<file path="config.mk">
export PLATFORM = sky130hd
export DESIGN_NAME = amo_unit
export DESIGN_NICKNAME = d
export VERILOG_FILES = /design/src/rtl/amo_pkg.sv /design/src/rtl/amo_arbiter.sv /design/src/rtl/amo_alu.sv /design/src/rtl/amo_resv.sv /design/src/rtl/amo_mem.sv /design/src/rtl/amo_unit.sv
export SDC_FILE = /design/constraint.sdc
export NUM_CORES = 1
export LEC_CHECK = 0
export BUFFER_PORTS_ARGS = -buffer_cell sky130_fd_sc_hd__buf_2
export CELL_PAD_IN_SITES_DETAIL_PLACEMENT = 1
export CELL_PAD_IN_SITES_GLOBAL_PLACEMENT = 1
export CORE_AREA = 4 4 203 354
export CTS_CLUSTER_SIZE = 10
export DETAILED_ROUTE_END_ITERATION = 8
export DIE_AREA = 0 0 207 358
export GPL_ROUTABILITY_DRIVEN = 0
export PLACE_DENSITY = 0.85
export SKIP_LAST_GASP = 1
export SYNTH_ARGS = -nofsm -noshare
export SYNTH_HDL_FRONTEND = slang
export SYNTH_HIERARCHICAL = 1
export SYNTH_SLANG_ARGS = --single-unit
</file>
<file path="constraint.sdc">
create_clock -name clk -period 26 [get_ports clk]
set_clock_uncertainty 0.2 [all_clocks]
set_input_delay 5.2 -clock clk [delete_from_list [all_inputs] [get_ports clk]]
set_output_delay 5.2 -clock clk [all_outputs]
set_load 0.01 [all_outputs]
</file>
<file path="src/rtl/amo_pkg.sv">
package amo_pkg;
  localparam int OPW = 4;

  localparam logic [OPW-1:0] OP_LOAD  = 4'd0;
  localparam logic [OPW-1:0] OP_STORE = 4'd1;
  localparam logic [OPW-1:0] OP_TAS   = 4'd2;
  localparam logic [OPW-1:0] OP_SWAP  = 4'd3;
  localparam logic [OPW-1:0] OP_FINC  = 4'd4;
  localparam logic [OPW-1:0] OP_FDEC  = 4'd5;
  localparam logic [OPW-1:0] OP_FADD  = 4'd6;
  localparam logic [OPW-1:0] OP_CAS   = 4'd7;
  localparam logic [OPW-1:0] OP_LL    = 4'd8;
  localparam logic [OPW-1:0] OP_SC    = 4'd9;

  // true for opcodes 10..15, which do nothing
  function automatic logic op_unknown(input logic [OPW-1:0] op);
    return op > OP_SC;
  endfunction
endpackage

</file>
<file path="src/rtl/amo_arbiter.sv">
module amo_arbiter #(
  parameter int N = 4,
  localparam int IW = (N > 1) ? $clog2(N) : 1
) (
  input  logic          clk,
  input  logic          rst_n,
  input  logic [N-1:0]  req,
  output logic [N-1:0]  gnt,
  output logic [IW-1:0] gnt_idx,
  output logic          gnt_any
);
  logic [IW-1:0] ptr_q;
  logic [IW-1:0] ptr_d;

  function automatic logic [IW-1:0] wrap_add(input logic [IW-1:0] base, input int off);
    int s;
    s = int'(base) + off;
    if (s >= N) s = s - N;
    return IW'(s);
  endfunction

  always_comb begin
    gnt     = '0;
    gnt_idx = '0;
    gnt_any = 1'b0;
    for (int off = 0; off < N; off++) begin
      if (!gnt_any && req[wrap_add(ptr_q, off)]) begin
        gnt_any                  = 1'b1;
        gnt_idx                  = wrap_add(ptr_q, off);
        gnt[wrap_add(ptr_q, off)] = 1'b1;
      end
    end
    ptr_d = wrap_add(gnt_idx, 1);
  end

  always_ff @(posedge clk) begin
    if (!rst_n)       ptr_q <= '0;
    else if (gnt_any) ptr_q <= ptr_d;
  end

  assert_grant_onehot_R1: assert property (@(posedge clk) disable iff (!rst_n)
    $onehot0(gnt));
  assert_grant_requested_R1: assert property (@(posedge clk) disable iff (!rst_n)
    (gnt & ~req) == '0);
  assert_grant_when_busy_R1: assert property (@(posedge clk) disable iff (!rst_n)
    (req != '0) |-> gnt_any);
endmodule

</file>
<file path="src/rtl/amo_alu.sv">
module amo_alu
  import amo_pkg::*;
#(
  parameter int DW = 32
) (
  input  logic [OPW-1:0] op,
  input  logic [DW-1:0]  old_val,
  input  logic [DW-1:0]  opa,
  input  logic [DW-1:0]  opb,
  input  logic           resv_hit,
  output logic           wr_en,
  output logic [DW-1:0]  wr_val,
  output logic           ok
);
  localparam logic [DW-1:0] ONE = DW'(1);

  function automatic logic [DW-1:0] fetch_result(input logic [OPW-1:0] f_op,
                                                  input logic [DW-1:0] v,
                                                  input logic [DW-1:0] addend);
    case (f_op)
      OP_FINC: return v + ONE;
      OP_FDEC: return v - ONE;
      default: return v + addend;
    endcase
  endfunction

  always_comb begin
    wr_en  = 1'b0;
    wr_val = opa;
    ok     = 1'b1;
    case (op)
      OP_LOAD, OP_LL: ;
      OP_STORE, OP_SWAP: wr_en = 1'b1;
      OP_TAS: begin
        wr_en  = 1'b1;
        wr_val = ONE;
        ok     = (old_val == '0);
      end
      OP_FINC, OP_FDEC, OP_FADD: begin
        wr_en  = 1'b1;
        wr_val = fetch_result(op, old_val, opa);
      end
      OP_CAS: begin
        wr_en  = (old_val == opa);
        wr_val = opb;
        ok     = (old_val == opa);
      end
      OP_SC: begin
        wr_en = resv_hit;
        ok    = resv_hit;
      end
      default: ok = 1'b0;
    endcase
  end
endmodule

</file>
<file path="src/rtl/amo_resv.sv">
module amo_resv #(
  parameter int DEPTH = 16,
  parameter int AW    = 4,
  parameter int IDW   = 2
) (
  input  logic           clk,
  input  logic           rst_n,
  input  logic           set_en,
  input  logic [AW-1:0]  set_addr,
  input  logic [IDW-1:0] set_id,
  input  logic           clr_en,
  input  logic [AW-1:0]  clr_addr,
  input  logic [AW-1:0]  chk_addr,
  input  logic [IDW-1:0] chk_id,
  output logic           hit
);
  logic [DEPTH-1:0] valid_q;
  logic [IDW-1:0]   owner_q [DEPTH];

  assign hit = valid_q[chk_addr] && (owner_q[chk_addr] == chk_id);

  for (genvar w = 0; w < DEPTH; w++) begin : g_line
    always_ff @(posedge clk) begin
      if (!rst_n) begin
        valid_q[w] <= 1'b0;
        owner_q[w] <= '0;
      end else if (set_en && set_addr == AW'(w)) begin
        valid_q[w] <= 1'b1;
        owner_q[w] <= set_id;
      end else if (clr_en && clr_addr == AW'(w)) begin
        valid_q[w] <= 1'b0;
      end
    end
  end

  assert_write_clears_R10: assert property (@(posedge clk) disable iff (!rst_n)
    (clr_en && !set_en) |=> !valid_q[$past(clr_addr)]);
  assert_link_records_R8: assert property (@(posedge clk) disable iff (!rst_n)
    set_en |=> (valid_q[$past(set_addr)] && owner_q[$past(set_addr)] == $past(set_id)));
endmodule

</file>
<file path="src/rtl/amo_mem.sv">
module amo_mem #(
  parameter int DEPTH = 16,
  parameter int AW    = 4,
  parameter int DW    = 32
) (
  input  logic          clk,
  input  logic          rst_n,
  input  logic [AW-1:0] rd_addr,
  output logic [DW-1:0] rd_data,
  input  logic          wr_en,
  input  logic [AW-1:0] wr_addr,
  input  logic [DW-1:0] wr_data
);
  logic [DW-1:0] word_q [DEPTH];

  assign rd_data = word_q[rd_addr];

  for (genvar w = 0; w < DEPTH; w++) begin : g_word
    always_ff @(posedge clk) begin
      if (!rst_n)                           word_q[w] <= '0;
      else if (wr_en && wr_addr == AW'(w))  word_q[w] <= wr_data;
    end
  end

  assert_write_lands_R11: assert property (@(posedge clk) disable iff (!rst_n)
    wr_en |=> (word_q[$past(wr_addr)] == $past(wr_data)));
endmodule

</file>
<file path="src/rtl/amo_unit.sv">
module amo_unit
  import amo_pkg::*;
#(
  parameter int NREQ = 4,
  parameter int DW   = 32,
  parameter int AW   = 4,
  localparam int IDW = (NREQ > 1) ? $clog2(NREQ) : 1
) (
  input  logic                clk,
  input  logic                rst_n,
  input  logic [NREQ-1:0]     req_valid,
  input  logic [NREQ*4-1:0]   req_op,
  input  logic [NREQ*AW-1:0]  req_addr,
  input  logic [NREQ*DW-1:0]  req_opa,
  input  logic [NREQ*DW-1:0]  req_opb,
  output logic [NREQ-1:0]     req_grant,
  output logic                rsp_valid,
  output logic [IDW-1:0]      rsp_id,
  output logic [DW-1:0]       rsp_data,
  output logic                rsp_ok
);
  localparam int DEPTH = 1 << AW;

  // named internal events
  logic [IDW-1:0] gnt_idx;
  logic           gnt_any;
  logic [OPW-1:0] sel_op;
  logic [AW-1:0]  sel_addr;
  logic [DW-1:0]  sel_opa;
  logic [DW-1:0]  sel_opb;
  logic [DW-1:0]  old_val;
  logic           resv_hit;
  logic           alu_we;
  logic [DW-1:0]  alu_val;
  logic           alu_ok;
  logic           mem_we;
  logic           link_set;

  amo_arbiter #(.N(NREQ)) u_arb (
    .clk(clk), .rst_n(rst_n), .req(req_valid),
    .gnt(req_grant), .gnt_idx(gnt_idx), .gnt_any(gnt_any)
  );

  assign sel_op   = req_op[gnt_idx*OPW +: OPW];
  assign sel_addr = req_addr[gnt_idx*AW +: AW];
  assign sel_opa  = req_opa[gnt_idx*DW +: DW];
  assign sel_opb  = req_opb[gnt_idx*DW +: DW];

  amo_mem #(.DEPTH(DEPTH), .AW(AW), .DW(DW)) u_mem (
    .clk(clk), .rst_n(rst_n), .rd_addr(sel_addr), .rd_data(old_val),
    .wr_en(mem_we), .wr_addr(sel_addr), .wr_data(alu_val)
  );

  amo_alu #(.DW(DW)) u_alu (
    .op(sel_op), .old_val(old_val), .opa(sel_opa), .opb(sel_opb),
    .resv_hit(resv_hit), .wr_en(alu_we), .wr_val(alu_val), .ok(alu_ok)
  );

  assign mem_we   = gnt_any && alu_we;
  assign link_set = gnt_any && (sel_op == OP_LL);

  amo_resv #(.DEPTH(DEPTH), .AW(AW), .IDW(IDW)) u_resv (
    .clk(clk), .rst_n(rst_n),
    .set_en(link_set), .set_addr(sel_addr), .set_id(gnt_idx),
    .clr_en(mem_we), .clr_addr(sel_addr),
    .chk_addr(sel_addr), .chk_id(gnt_idx), .hit(resv_hit)
  );

  always_ff @(posedge clk) begin
    if (!rst_n) begin
      rsp_valid <= 1'b0;
      rsp_id    <= '0;
      rsp_data  <= '0;
      rsp_ok    <= 1'b0;
    end else begin
      rsp_valid <= gnt_any;
      if (gnt_any) begin
        rsp_id   <= gnt_idx;
        rsp_data <= old_val;
        rsp_ok   <= alu_ok;
      end
    end
  end

  assert_rsp_follows_grant_R2: assert property (@(posedge clk) disable iff (!rst_n)
    gnt_any |=> (rsp_valid && rsp_id == $past(gnt_idx)));
  assert_no_rsp_idle_R2: assert property (@(posedge clk) disable iff (!rst_n)
    !gnt_any |=> !rsp_valid);
  assert_sc_miss_keeps_R9: assert property (@(posedge clk) disable iff (!rst_n)
    (gnt_any && sel_op == OP_SC && !resv_hit) |-> !mem_we);
  assert_cas_miss_keeps_R7: assert property (@(posedge clk) disable iff (!rst_n)
    (gnt_any && sel_op == OP_CAS && old_val != sel_opa) |=> (!rsp_ok && rsp_data == $past(old_val)));
  assert_unknown_inert_R13: assert property (@(posedge clk) disable iff (!rst_n)
    (gnt_any && op_unknown(sel_op)) |-> (!mem_we && !link_set));
endmodule

</file>
=== Word-level counts from Yosys, hierarchy flattened ===
Memory sizes are Yosys's and may differ from the RTL's.
Cells that the tools add are included.

* Bits in registers: 54
* Bits in writable memories: 544
* Bits of input ports: 294
* Word-level logic and storage cells: 389
* Memories: 2

{| class="wikitable"
|+ Memory list
! memory !! words !! width !! rd ports !! clocked after Yosys merged registers in !! write ports !! RTL line !! RTL
|-
| u_mem.word_q || 16 || 32 || 1 || 0 || 16 || amo_mem.sv:14 || <nowiki>logic [DW-1:0] word_q [DEPTH];</nowiki>
|-
| u_resv.owner_q || 16 || 2 || 1 || 0 || 16 || amo_resv.sv:18 || <nowiki>logic [IDW-1:0] owner_q [DEPTH];</nowiki>
|}

* Add/subtract/negate cells: 12
* $lt $le $gt $ge: 18
* Equality and inequality tests: 26
* Shifts and indexed selects: 4
* Multiplexer cells: 204
* Bitwise operators: 35
* Reductions and logical operators: 67

{| class="wikitable"
|+ Operator list
! cell !! number
|-
| 2-to-1 mux 32 bit || 16
|-
| variable part select 128 x 8 -> 32 bit || 2
|-
| 2-to-1 mux 1 bit || 142
|-
| one-hot mux 32 bit (3 select lines) || 1
|-
| one-hot mux 32 bit (2 select lines) || 1
|-
| 2-to-1 mux 2 bit || 29
|-
| logical AND 1 bit || 42
|-
| equality test 4 bit, second input constant || 10
|-
| adder 32 x 1 -> 32 bit, second input constant || 1
|-
| adder 32 bit || 1
|-
| equality test 32 bit || 1
|-
| equality test 4 x 3 -> 1 bit, second input constant || 8
|-
| logical NOT 32 bit || 1
|-
| bitwise OR 1 bit || 32
|-
| nonzero test 2 bit || 16
|-
| variable part select 16 x 5 -> 4 bit || 2
|-
| subtractor 32 x 1 -> 32 bit, second input constant || 1
|-
| < comparator 2 x 3 -> 1 bit, second input constant || 8
|-
| equality test 4 x 2 -> 1 bit, second input constant || 4
|-
| 2-to-1 mux 4 bit || 4
|-
| >= comparator 3 bit, second input constant || 4
|-
| bitwise OR 4 bit || 3
|-
| subtractor 2 x 1 -> 2 bit, second input constant || 5
|-
| binary-select mux 1 bit (select 2 bit) || 4
|-
| 16 further kinds || 28
|}

=== Depth between registers and ports, before layout ===
* Depth after elaboration: 25
* Gate-level depth with buffers: 31
* Mapped depth without buffers: 26

=== By module ===
The synthesis kept the hierarchy.

{| class="wikitable"
|+ By module, submodules not included
! module !! times used !! cells an instance !! area each (um2) !! seq. area each (um2)
|-
| amo_mem || 1 || 1,422 || 22,828.1 || 15,374.7
|-
| amo_alu || 1 || 505 || 3,372.0 || 0.0
|-
| amo_unit || 1 || 210 || 3,083.0 || 720.7
|-
| amo_resv || 1 || 206 || 2,439.8 || 1,281.2
|-
| amo_arbiter || 1 || 54 || 496.7 || 40.0
|}

=== Worst setup path after synthesis ===
No wires, ideal clock.

* Kind: input port to flip-flop
* Start point: input port req_valid[2]
* End point: memory u_mem.word_q[6][0] (enable)
* Arrival time: 12.909 ns
* Data required time: 25.334 ns
* Path slack: 12.425 ns
* Cell stages on the path: 24
* Path through: buf_6 > mux4_2 > nor2b_2 > o21ai_2 > nand2_1 > buf_6 > buf_2 > mux4_2 > buf_2 > buf_4 > mux4_2 > a22oi_1 > nand2_1 > xor2_1 > nor4_1 > nand4_1 > nor4_1 > nand4_1 > nor4_1 > a21oi_1 > o31ai_1 > and2_1 > or3b_2 > o21ai_0

{| class="wikitable"
|+ RTL lines
! what !! RTL line !! RTL
|-
| start, declared || amo_unit.sv:11 || <nowiki>input logic [NREQ-1:0] req_valid,</nowiki>
|-
| end, declared || amo_mem.sv:14 ||
|}

==> results.md <==
* Top Layer Used: met4
* Bufs and invs on worst path at 4
* Setup TNS at 0 ps
* Mean number of vias per cell at 6.44
* R2R Setup Slk at 14490 ps
* DIE HEIGHT at 358 microns
* Tightest Hold Check Type: reg -> reg
* Maximum clock frequency at 0.0664 GHz
* Via count at 23.3k
* Cell count of the worst reg-to-reg path at 23
* Net Count, Synth at 2729
* Worst-path clk slew at 60 ps
* Final ANT Viol Nets at 0
* Std cell rows at 128
* Critical R2R Capture: u_mem/word_q[14][23]
* Drt pass-1 iters at 5
* Critical-path top delay cell: o21ai_4
* First-pass GRT wire length at 165000 microns
* Post-CTS setup buffers at 0
* Clock sinks at 598
* M1 WL at 37700 microns
* Post-cts hold buffer count at 0
* CP endpoint kind: register
* Asr flop ratio synth at 0
* Initial core utilization at 0.466
* PnR worst setup slack at 10940 ps
* Crit-path leading delay family: simple AND/OR/NAND/NOR gates
* Fin crit share at 0.579
* Residual DRC count at 0
* Startpoint types: input pin
* GRT overflow at 0
* Starting DRT DRC Count at 2472
* Hold slack at 298 ps
* Crit path kind: in -> reg
* Syn_area_per_cell at 13.4 sq um
* Final #Nets at 2998
* Area grow syn2layout at 14.7%
* Status: completed
* Routed wl met2 at 58300 microns
* Total GRT Usage at 0.297
* I/O pin count at 334
* Final setup fails at 0
* Cell breakdown of the critical path: buf_2, mux4_2, nor2b_2, o21ai_2, nand2_4, buf_4, mux4_4, buf_4, buf_4, mux4_2, a22oi_1, nand2_1, xnor2_1, nand4_1, nor4_1, nand4_1, nor4_1, a21oi_1, o31ai_1, and2_1, nand3b_1, o21ai_4
* Met3 WL post-DR at 8530 microns
* CTS Buffer Depth at 3
* Max-slew violations at 0
* DP HPWL at 78500 microns
* Worst setup endpoint: u_mem/word_q[14][23]
* Layout cells sized above 1 at 0.276
* DP Worst Slack at 10620 ps
* Synth warnings at 6
* Worst Max-Slew Pin Slew at 1330 ps
* Synth Flop Type: edfxtp_1
* Slew headroom at 0.107
* Count of different cell masters after synthesis at 72
* Mux cell area share after synthesis at 0.168
* Cells after Synth at 2397
* Synth Area in XOR/XNOR at 0.0236
* Crit path depth at 22
* Filler cell count at 6868
* DR WL/cell at 31.3 microns
* Clock latency on the worst-skew pair at 610 ps
* Top cell by count, worst path: buf_4
* Synth Area in Compound Gates at 0.0660
* Die width at 207 microns
* CP startpoint: req_valid[2]
* Maximum fanout along the worst path at 58
* Resized Gates After CTS at 0
* Number of global-route vias before repair at 25.0k
* H-Tree Level Count at 3
* Largest net degree at the start of global routing at 120
* CTS Buf Count at 70
* Worst path max stage delay at 1060 ps
* Placed Area at 34900 sq um
* Critical Path AT at 15070 ps
* Largest family of logic cells by synthesized area: multiplexers
* CTS tree: yes
* Final Hold Viols at 0
* Number of buffers added on ports at 333
* Final worst path period need at 15060 ps
* DIE AREA at 74100 sq um
* Synthesized flop and latch total at 598
* Post-Synth Adder-Cell Area at 0.0150
* Fin area at 36900 sq um
* Part of the Yosys area used for sequential elements at 0.541
* Mapped cell area at 32200 sq um
* Critical Path RT at 26010 ps
* Unrepaired setup endpoints after global routing: no
* Number of flops mapped to enable cells by yosys at 544
* Initial antenna violation count at 4
* Post-synthesis simple-gate area fraction at 0.159
* Hold path startpoint: u_resv/valid_q[3]
* Core area at 69200 sq um
* CTS root buf: clkbuf_16
* Max Cap Viol at 0
* Routed WL at 113000 microns
-- synth_stat cells, types with 37 or more instances --
master | count | share of area
and2_1 | 548 | 0.11
edfxtp_1 | 544 | 0.51
mux4_2 | 206 | 0.14
clkbuf_1 | 139 | 0.016
a22oi_1 | 93 | 0.022
o21ai_0 | 86 | 0.013
nand2_1 | 75 | 0.0087
nor2_1 | 72 | 0.0084
a21oi_1 | 57 | 0.0089
dfxtp_1 | 54 | 0.034
xnor2_1 | 54 | 0.015
mux2i_1 | 51 | 0.016
nor2b_1 | 51 | 0.0099
ha_1 | 37 | 0.014
-- final cells by class --
| type | count | area (sq um) | share of cell area |
|---|---|---|---|
| diodes | 2 | 5.00 | 0.000135 |
| clock buffers | 104 | 1960 | 0.0532 |
| clock inverters | 5 | 46.3 | 0.00125 |
| inverters | 17 | 63.8 | 0.00173 |
| multi-input cells | 1588 | 14200 | 0.384 |
| flip-flops and latches | 598 | 17400 | 0.471 |
| well taps | 910 | 1140 | 0.0308 |
| repair buffers | 391 | 2120 | 0.0573 |
-- worst min path at each step --
stage / end / slack (ps) / cells past startpoint
global route: u_resv/valid_q[13] / 320 / 2
finish: u_resv/valid_q[3] / 300 / 1
floorplan: u_resv/valid_q[1] / 250 / 1
global placement: u_resv/valid_q[1] / 260 / 1
CTS: u_resv/valid_q[3] / 290 / 1
detailed placement: u_resv/valid_q[3] / 270 / 1
-- sequential cells by signal, indices dropped and copies added, names as in the netlist, named ones only --
name / cells
rsp_data: 32
rsp_id: 2
rsp_ok: 1
rsp_valid: 1
u_arb/ptr_q: 1
u_mem/word_q: 512
u_resv/owner_q: 32
u_resv/valid_q: 16
-- layer usage --
| layer | GRT usage | up-vias |
|---|---|---|
| li1 | - | 9552 |
| met1 | 0.322 | 11895 |
| met2 | 0.533 | 1456 |
| met3 | 0.0522 | 369 |
| met4 | 0.195 | 0 |
| met5 | 0 | - |
-- through the flow --
step                      cells   util
after floorplan            2397      -
after global placement     3504  0.505
after detailed placement   3504  0.505
after CTS                  3613  0.534
after global routing       3615  0.534
final                      3615  0.534
-- worst reg2reg max path: stages (launching register included) --
cell and delay [ps]:
dfxtp_1 740, inv_1 180, ha_1 440, mux4_2 440
nor2b_2 280, o21ai_2 130, nand2_4 350, buf_4 530
mux4_4 970, buf_4 720, buf_4 900, mux4_2 450
a22oi_1 270, nand2_1 330, xnor2_1 640, nand4_1 440
nor4_1 440, nand4_1 160, nor4_1 260, a21oi_1 100
o31ai_1 80, and2_1 510, nand3b_1 500, o21ai_4 1060
-- logic make-up after synthesis --
group / Yosys count
and+or+nand+nor: 872
DFF: 598
AOI/OAI and AO/OA: 323
muxes: 268
buffers and inverters: 211
xor gates and xnor gates: 87
adders and majority gates: 38
-- cells in the final DEF, fill, tap and decap left out, types with 54 or more instances in the layout --
master     count
a21oi_1       57
o21ai_0       60
buf_4         58
xnor2_1       54
nand2_1       74
clkbuf_16     74
mux4_2       204
a22oi_1       93
buf_2        332
and2_1       548
dfxtp_1       54
edfxtp_1     544
Power is left out: the tool's default activity adds up to more than one toggle a clock period on the data nets, which glitch-free logic cannot reach.
